### src/rtl/cal_pulse_gen.sv
module cal_pulse_gen #(
  parameter int PW        = 16,
  parameter int BASE_THR  = 1 << 20,
  parameter int WIDE_CYC  = 90000,
  parameter int FAST_CYC  = 35,
  parameter int CREEP_LVL = 4
) (
  input  logic                 clk,
  input  logic                 rst_n,
  input  logic                 smp_vld,
  input  logic signed [PW-1:0] smp_pwr,
  input  logic [1:0]           rate_sel,
  input  logic                 cal_sel,
  output logic                 cal_pulse,
  output logic                 rev_flag
);
  localparam int AW      = PW + $clog2(BASE_THR) + 2;
  localparam int CYC_MAX = 2 * WIDE_CYC;
  localparam int CW      = $clog2(((CYC_MAX > FAST_CYC) ? CYC_MAX : FAST_CYC) + 1);
  localparam logic [AW-1:0] BASE_L = AW'(BASE_THR);

  logic signed [AW-1:0] acc, acc_nx, thr, smp_x;
  logic [PW:0]          mag;
  logic [3:0]           shift;
  logic [CW-1:0]        cyc, half, wload, tmr;
  logic                 fast, take, pos_fire, neg_fire, fire;

  always_comb begin
    unique case ({cal_sel, rate_sel})
      3'b100:  shift = 4'd7;
      3'b101:  shift = 4'd6;
      3'b110:  shift = 4'd5;
      3'b111:  shift = 4'd4;
      3'b000:  shift = 4'd6;
      3'b001:  shift = 4'd5;
      3'b010:  shift = 4'd4;
      default: shift = 4'd11;
    endcase
  end

  assign thr      = signed'(BASE_L >> shift);
  assign fast     = !cal_sel && (rate_sel == 2'b11);
  assign smp_x    = AW'(smp_pwr);
  assign mag      = smp_pwr[PW-1] ? (PW+1)'(-smp_x) : (PW+1)'(smp_x);
  assign take     = smp_vld && (mag >= (PW+1)'(CREEP_LVL));
  assign acc_nx   = acc + smp_x;
  assign pos_fire = take && (acc_nx >= thr);
  assign neg_fire = take && (acc_nx <= -thr);
  assign fire     = pos_fire || neg_fire;

  assign half  = cyc >> 1;
  assign wload = fast                       ? CW'(FAST_CYC) :
                 (half >= CW'(WIDE_CYC))    ? CW'(WIDE_CYC) :
                 (half == '0)               ? CW'(1)        : half;

  always_ff @(posedge clk) begin
    if (!rst_n) begin
      acc <= '0;
    end else if (pos_fire) begin
      acc <= acc_nx - thr;
    end else if (neg_fire) begin
      acc <= acc_nx + thr;
    end else if (take) begin
      acc <= acc_nx;
    end
  end

  always_ff @(posedge clk) begin
    if (!rst_n) begin
      cyc <= CW'(CYC_MAX);
    end else if (fire) begin
      cyc <= CW'(1);
    end else if (cyc < CW'(CYC_MAX)) begin
      cyc <= cyc + CW'(1);
    end
  end

  always_ff @(posedge clk) begin
    if (!rst_n) begin
      cal_pulse <= 1'b0;
      tmr       <= '0;
      rev_flag  <= 1'b0;
    end else if (fire) begin
      cal_pulse <= 1'b1;
      tmr       <= wload;
      rev_flag  <= neg_fire;
    end else if (cal_pulse) begin
      if (tmr <= CW'(1)) begin
        cal_pulse <= 1'b0;
        tmr       <= '0;
      end else begin
        tmr <= tmr - CW'(1);
      end
    end
  end

  logic [CW-1:0] hi_run;
  always_ff @(posedge clk) begin
    if (!rst_n)         hi_run <= '0;
    else if (fire)      hi_run <= CW'(1);
    else if (cal_pulse && hi_run < CW'(CYC_MAX)) hi_run <= hi_run + CW'(1);
    else if (!cal_pulse) hi_run <= '0;
  end

  a_r6_flag_moves_with_pulse: assert property (@(posedge clk) disable iff (!rst_n)
    !$stable(rev_flag) |-> cal_pulse);
  a_r8_pulse_needs_sample: assert property (@(posedge clk) disable iff (!rst_n)
    $rose(cal_pulse) |-> $past(smp_vld));
  a_r7_pulse_needs_load: assert property (@(posedge clk) disable iff (!rst_n)
    $rose(cal_pulse) |-> $past(mag) >= (PW+1)'(CREEP_LVL));
  a_r4_high_run_cap: assert property (@(posedge clk) disable iff (!rst_n)
    cal_pulse |-> hi_run <= CW'(WIDE_CYC));
  a_r1_idle_after_reset: assert property (@(posedge clk)
    $past(!rst_n) |-> !cal_pulse && !rev_flag);
endmodule

### config.mk
export PLATFORM = sky130hd
export DESIGN_NAME = cal_pulse_gen
export DESIGN_NICKNAME = d
export VERILOG_FILES = /design/src/rtl/cal_pulse_gen.sv
export SDC_FILE = /design/constraint.sdc
export NUM_CORES = 1
export LEC_CHECK = 0
export ABC_AREA = 1
export CORE_ASPECT_RATIO = 0.75
export CORE_MARGIN = 8
export CORE_UTILIZATION = 71
export CTS_BUF_LIST = sky130_fd_sc_hd__clkbuf_8
export DETAILED_ROUTE_END_ITERATION = 10
export HOLD_SLACK_MARGIN = 0.08
export PLACE_DENSITY = 0.87
export SYNTH_ARGS = -nofsm -noshare
export SYNTH_HDL_FRONTEND = slang
export SYNTH_SLANG_ARGS = --single-unit
### constraint.sdc
create_clock -name clk -period 6.7 [get_ports clk]
set_clock_uncertainty 0.15 [all_clocks]
set_input_delay 1.005 -clock clk [delete_from_list [all_inputs] [get_ports clk]]
set_output_delay 1.005 -clock clk [all_outputs]
set_load 0.01 [all_outputs]
==> results of run 1 <==
[worst min-delay path, stage by stage, from the launching register on]
cell and delay (ns):
sky130_fd_sc_hd__dfxtp_1 0.31, sky130_fd_sc_hd__nand2_1 0.06, sky130_fd_sc_hd__a21oi_1 0.06
[stage by stage]
stage	hold slack, ns	power [W]	instances	setup slack [ns]
floorplan	0.299	0.00376	1878	2.00
global placement	0.307	0.00462	2075	0.439
detailed placement	0.314	0.00468	2075	0.302
CTS	0.326	0.00509	2091	0.690
global route	0.349	0.00572	2091	0.0624
finish	0.328	0.00529	2091	0.406
[metal layers]
layer	vias to the layer above	wire, µm
li1	6066	-
met1	5539	14900
met2	840	13800
met3	99	4940
met4	0	981
met5	-	0
[layout make-up]
cell class	count	area, µm²
clock buffers	14	193
clock inverters	2	15.0
fillers	1359	3610
inverters	250	943
multi-input cells	1506	8140
flip-flops and latches	76	1520
well taps	205	256
repair buffers	38	343
[flip-flops by register name, indices dropped and copies added, names as in the netlist]
name and flops:
rev_flag 1, cyc 18, cal_pulse 1, tmr 18, acc 38
[layout by cell type, fill, tap and decap left out, types with 10 or more instances in the layout]
cell type                         instances
sky130_fd_sc_hd__a21oi_1                126
sky130_fd_sc_hd__a31oi_1                 13
sky130_fd_sc_hd__buf_4                   15
sky130_fd_sc_hd__clkbuf_8                14
sky130_fd_sc_hd__clkdlybuf4s50_1         23
sky130_fd_sc_hd__conb_1                  42
sky130_fd_sc_hd__dfxtp_1                 76
sky130_fd_sc_hd__ha_1                    99
sky130_fd_sc_hd__inv_1                  241
sky130_fd_sc_hd__nand2_1                481
sky130_fd_sc_hd__nand2_2                 29
sky130_fd_sc_hd__nand3_1                139
sky130_fd_sc_hd__nand4_1                 49
sky130_fd_sc_hd__nor2_1                 209
sky130_fd_sc_hd__nor3_1                  35
sky130_fd_sc_hd__nor4_1                  10
sky130_fd_sc_hd__o21ai_0                 93
sky130_fd_sc_hd__o21ai_1                 13
sky130_fd_sc_hd__o21bai_1                12
sky130_fd_sc_hd__xnor2_1                 12
sky130_fd_sc_hd__xor2_1                  62
[logic make-up after synthesis]
| kind of cell | Yosys count |
|---|---|
| AND/OR/NAND/NOR | 993 |
| other | 2 |
| flip-flops | 76 |
| AO/OA/AOI/OAI | 296 |
| adder cells (fa/ha/maj) | 101 |
| XOR/XNOR | 74 |
| buffers and inverters | 296 |
[where the power goes]
group	total, W	leakage, nW	internal, W	switching [W]
registers	0.000704	0.628	0.000581	0.000124
logic	0.00421	5.23	0.00133	0.00288
clock network	0.000375	0.101	0.000186	0.000190
[worst max-delay path by stage]
stage | to | slack (ns) | cells after the start | start
2_1_floorplan | acc[8]$_SDFFE_PN0P_ | 2.00 | 26 | smp_pwr[0]
3_3_place_gp | tmr[4]$_SDFFE_PN0P_ | 0.44 | 25 | smp_pwr[15]
3_5_place_dp | tmr[12]$_SDFFE_PN0P_ | 0.30 | 25 | smp_pwr[15]
4_1_cts | tmr[12]$_SDFFE_PN0P_ | 0.69 | 25 | smp_pwr[15]
5_1_grt | tmr[4]$_SDFFE_PN0P_ | 0.06 | 25 | smp_pwr[15]
6_report | tmr[12]$_SDFFE_PN0P_ | 0.41 | 26 | smp_pwr[15]
==> flow_metrics.env, run 1 <==
export IMPL_outcome="complete, no violations"
export IMPL_clk_latency_ns=0.39
export IMPL_cp_arrival_ns=6.46
export IMPL_worst_r2r_path_depth=30
export IMPL_hold_path_endpoint="rev_flag$_SDFFE_PN0P_"
export IMPL_power_density_cell_area_nw_per_um2=463
export IMPL_grt_pass1_vias=11100
export IMPL_drtPass1Iterations=9
export IMPL_timing_critical_path_buf_inv=5
export IMPL_core_area_um2=15000
export IMPL_finalSetupViolations=0
export IMPL_number_of_buffers_created_by_cts=9
export IMPL_synth_top_family_by_area="simple AND/OR/NAND/NOR gates"
export IMPL_post_route_drc_count=0
export IMPL_drt_antenna_violating_nets=0
export IMPL_placement_cell_area_um2=11200
export IMPL_cts_htree_levels=3
export IMPL_stdcell_area_um2=11400
export IMPL_synth_most_common_cell="sky130_fd_sc_hd__nand2_1"
export IMPL_regToRegStartpoint="acc[0]$_SDFFE_PN0P_"
export IMPL_overflow=0
export IMPL_worst_setup_path_type="input port to flop"
export IMPL_hp_start="rev_flag$_SDFFE_PN0P_"
export IMPL_grt_antenna_before_repair=0
export IMPL_viasPerCell=6.00
export IMPL_worst_relative_slew_slack=0.368
export IMPL_timing_max_transition_violations_final=0
export IMPL_vias=12500
export IMPL_yosys_warnings=0
export IMPL_worst_r2r_dst="tmr[12]$_SDFFE_PN0P_"
export IMPL_min_path_type="flop to flop"
export IMPL_place_port_buffers=23
export IMPL_grt_util_all_layers=0.353
export IMPL_drv_cap=0
export IMPL_yosysTopAreaCellShare=0.168
export IMPL_starting_utilization_of_the_core_area=0.717
export IMPL_area_added_between_synthesis_and_finish_pct=5.93
export IMPL_cpMaxStageDelayCell="sky130_fd_sc_hd__clkdlybuf4s50_1"
export IMPL_proportion_of_synthesized_area_in_mux_cells=0
export IMPL_hpwlAfterDp_um=27800
export IMPL_timing_critical_path_required_ns=6.87
export IMPL_post_route_min_period_ns=6.29
export IMPL_worst_pin_slew_ns=0.947
export IMPL_worst_path_dominant_cell_family="simple AND/OR/NAND/NOR gates"
export IMPL_synth_simple_area_share=0.408
export IMPL_final_nets=2004
export IMPL_report_final_hold_viol_count=0
export IMPL_most_frequent_cells_after_synthesis="sky130_fd_sc_hd__nand2_1, sky130_fd_sc_hd__inv_1, sky130_fd_sc_hd__nor2_1, sky130_fd_sc_hd__nand3_1, sky130_fd_sc_hd__a21oi_1"
export IMPL_antenna_cells_inserted=0
export IMPL_num_rows=39
export IMPL_routed_wl_um=34600
export IMPL_synthesis_area_per_instance_um2=5.86
export IMPL_grt_util_met2=0.503
export IMPL_synthFlopType="sky130_fd_sc_hd__dfxtp_1"
export IMPL_synth_seq_cells=76
export IMPL_share_of_flip_flops_with_an_asynchronous_set_or_reset_after_synthesis=0
export IMPL_vdd_ir_drop_max_uv=311
export IMPL_top_usage_layer="met2"
export IMPL_worstSetupEndpointType="flop"
export IMPL_buffer_type_at_the_clock_tree_root="sky130_fd_sc_hd__clkbuf_8"
export IMPL_clockBufferDepth=2
export IMPL_gp_routability_congestion=1.05
export IMPL_synth_top_cells_by_area="sky130_fd_sc_hd__nand2_1, sky130_fd_sc_hd__dfxtp_1, sky130_fd_sc_hd__ha_1"
export IMPL_drive_above_1_share=0.0626
export IMPL_synth_compound_area_share=0.154
export IMPL_die_h_um=123
export IMPL_setup_tns_final_ns=0
export IMPL_cts_resized=0
export IMPL_tritoncts="built"
export IMPL_grt_first_pass_wirelength_um=54900
export IMPL_cpMostUsedCell="sky130_fd_sc_hd__nor2_1"
export IMPL_slowest_cell_delay_on_critical_path_ns=0.77
export IMPL_clkSlewWorstSetupHoldPaths_ns=0.08
export IMPL_fmaxAchievable_ghz=0.159
export IMPL_yosys_cell_types_count=60
export IMPL_die_x_um=158
export IMPL_post_synth_instance_area_um2=10800
export IMPL_drt_first_iter_violations=1692
export IMPL_period_share=0.939
export IMPL_cp_start_kind="input port"
export IMPL_critical_path_peak_fanout=30
export IMPL_synth_edff_count=0
export IMPL_cts_sinks=76
export IMPL_post_cts_buffers=0
export IMPL_met1_usage=0.491
export IMPL_synth_fa_ha_area_frac=0.119
export IMPL_maximum_number_of_pins_on_one_net_before_global_route_repair=46
export IMPL_rrSetupSlack_ns=1.39
export IMPL_unrepaired_setup_endpoints_after_global_routing="false"
export IMPL_synth_largest_area_cell="sky130_fd_sc_hd__nand2_1"
export IMPL_drt_wirelength_per_cell_um=16.5
export IMPL_grtUsageMet3=0.122
export IMPL_post_synth_inst_count=1838
export IMPL_min_path_cells=2
export IMPL_floorplan_die_area_um2=19400
export IMPL_final_core_area_utilization=0.759
export IMPL_io_pin_count=24
export IMPL_cts_hold_buffers=0
export IMPL_yosysSeqAreaShare=0.141
export IMPL_synth_xor_area_frac=0.0601
export IMPL_leakage_nw=5.96
Note: power is estimated with default switching activity, not from simulation.
==> run 2: changes to the inputs <==
- CORE_UTILIZATION: 71 -> 66
- PLACE_DENSITY: 0.87 -> 0.84
- clock period: 6.7 -> 6.6 ns (I/O delays scaled with it)
==> flow_metrics.env, run 2 (synthesis results as in run 1) <==
export IMPL_outcome="complete, no violations"
export IMPL_tritoncts="built"
export IMPL_drtPass1Iterations=6
export IMPL_buffer_type_at_the_clock_tree_root="sky130_fd_sc_hd__clkbuf_8"
export IMPL_finalSetupViolations=0
export IMPL_place_detailed_instances=2079
export IMPL_power_density_cell_area_nw_per_um2=469
export IMPL_cts_hold_buffers=0
export IMPL_report_final_hold_viol_count=0
export IMPL_final_cell_mix="sky130_fd_sc_hd__nand2_1, sky130_fd_sc_hd__inv_1, sky130_fd_sc_hd__nor2_1"
export IMPL_grt_first_pass_wirelength_um=56100
export IMPL_antenna_cells_inserted=0
export IMPL_min_path_type="flop to flop"
export IMPL_layout_cells_most_common="sky130_fd_sc_hd__nand2_1"
export IMPL_unrepaired_setup_endpoints_after_global_routing="false"
export IMPL_clockBufferDepth=2
export IMPL_timing_critical_path_buf_inv=2
export IMPL_floorplan_die_area_um2=20700
export IMPL_period_share=0.910
export IMPL_routed_wl_um=35700
export IMPL_overflow=0
export IMPL_worst_pin_slew_ns=0.843
export IMPL_cp_num_cells=30
export IMPL_number_of_buffers_created_by_cts=9
export IMPL_cp_start_kind="input port"
export IMPL_placement_cell_area_um2=11200
export IMPL_worstSetupEndpointType="flop"
export IMPL_worst_r2r_path_depth=29
export IMPL_cts_sinks=76
export IMPL_grt_antenna_before_repair=0
export IMPL_hpwlAfterDp_um=28500
export IMPL_drv_cap=0
export IMPL_stdcell_area_um2=11400
export IMPL_final_nets=2003
export IMPL_cpMostUsedCell="sky130_fd_sc_hd__nand2_1"
export IMPL_grt_util_all_layers=0.335
export IMPL_worst_path_dominant_cell_family="simple AND/OR/NAND/NOR gates"
export IMPL_stdcell_count=2095
export IMPL_num_rows=40
export IMPL_gp_routability_congestion=1.01
export IMPL_post_route_drc_count=0
export IMPL_drt_antenna_violating_nets=0
export IMPL_core_area_um2=16000
export IMPL_fmaxAchievable_ghz=0.166
export IMPL_place_ws_ns=0.137
export IMPL_drive_above_1_share=0.0621
export IMPL_vdd_ir_drop_max_uv=354
export IMPL_min_path_cells=2
export IMPL_leakage_nw=5.95
export IMPL_place_port_buffers=23
export IMPL_timing_critical_path_required_ns=6.78
export IMPL_clk_latency_ns=0.39
export IMPL_area_added_between_synthesis_and_finish_pct=5.74
export IMPL_clkSlewWorstSetupHoldPaths_ns=0.10
export IMPL_setup_ws_ns=0.594
export IMPL_cts_htree_levels=3
export IMPL_maximum_number_of_pins_on_one_net_before_global_route_repair=48
export IMPL_worst_relative_slew_slack=0.433
export IMPL_worst_setup_path_type="input port to flop"
export IMPL_largest_registers="acc (38), cyc (18), tmr (18)"
export IMPL_drt_first_iter_violations=1768
export IMPL_timing_max_transition_violations_final=0
export IMPL_die_h_um=127
export IMPL_viasPerCell=5.97
export IMPL_grt_pass1_vias=11000
export IMPL_critical_path_peak_fanout=30
export IMPL_max_flop_register="acc"
export IMPL_largest_register_ffs=38
export IMPL_starting_utilization_of_the_core_area=0.673
export IMPL_die_x_um=164
export IMPL_post_route_min_period_ns=6.01
export IMPL_cpMaxStageDelayCell="sky130_fd_sc_hd__fa_1"
export IMPL_vias=12500
export IMPL_drt_wirelength_per_cell_um=17.0
export IMPL_finalHoldWorstSlack_ns=0.333
export IMPL_cp_arrival_ns=6.19
export IMPL_io_pin_count=24
export IMPL_setup_tns_final_ns=0
export IMPL_slowest_cell_delay_on_critical_path_ns=0.47
## run 2: cell types whose count changed in the layout (fill, tap and decap cells not counted)
cell,previous run,this run
sky130_fd_sc_hd__clkinvlp_4,2,3
sky130_fd_sc_hd__buf_4,15,13
sky130_fd_sc_hd__buf_6,0,1
sky130_fd_sc_hd__clkdlybuf4s50_1,23,22
sky130_fd_sc_hd__inv_6,0,4
sky130_fd_sc_hd__clkbuf_8,14,9
sky130_fd_sc_hd__dlymetal6s2s_1,0,1
## run 2: through the flow
step / utilization / power, W
3_5_place_dp: 0.700 / 0.00476
6_report: 0.711 / 0.00534
2_1_floorplan: - / 0.00381
5_1_grt: 0.711 / 0.00578
3_3_place_gp: 0.700 / 0.00472
4_1_cts: 0.711 / 0.00515
## run 2: layer usage
layer  wire length [µm]  vias to the layer above  track usage  part of all wire
met5                  0                        -            0                 0
met4                768                        0       0.0981             0.022
met3               4680                       64       0.0902              0.13
met2              14500                      740        0.479              0.41
met1              15700                     5652        0.478              0.44
li1                   -                     6054            -                 -
## run 2: worst paths after layout
check / slack, ns / end / from
max: 0.59 / tmr[4]$_SDFFE_PN0P_ / smp_pwr[0]
min: 0.33 / rev_flag$_SDFFE_PN0P_ / rev_flag$_SDFFE_PN0P_
max reg2reg: 1.31 / tmr[4]$_SDFFE_PN0P_ / acc[0]$_SDFFE_PN0P_
min reg2reg: 0.33 / rev_flag$_SDFFE_PN0P_ / rev_flag$_SDFFE_PN0P_
## run 2: cell type report
cell class | count | area, µm²
Tap cell | 210 | 263
Timing Repair Buffer | 37 | 342
Fill cell | 1516 | 4620
Inverter | 250 | 943
Clock buffer | 9 | 124
Sequential cell | 76 | 1520
Multi-Input combinational cell | 1506 | 8140
Clock inverter | 7 | 57.6
## run 2: where the power goes
part	internal, W	total (W)	leakage [nW]	switching (W)
combinational	0.00135	0.00426	5.23	0.00291
sequential	0.000589	0.000718	0.628	0.000129
clock	0.000142	0.000364	0.0833	0.000222
## run 2: worst reg2reg max path: cells and delay by family (launching register included)
kind / cells / cell delay (ns)
compound gates: 3 / 0.38
fa+ha+maj: 3 / 1.09
flops: 1 / 0.33
buf+inv: 1 / 0.05
xor+xnor: 1 / 0.44
simple gates: 21 / 2.79
## run 2: what timing repair did
item | in CTS | in global routing
endpoints found under the setup margin | 0 | 10
gates resized for setup | 0 | 2
endpoints found under the hold margin | 0 | 0
buffers inserted | 0 | 0
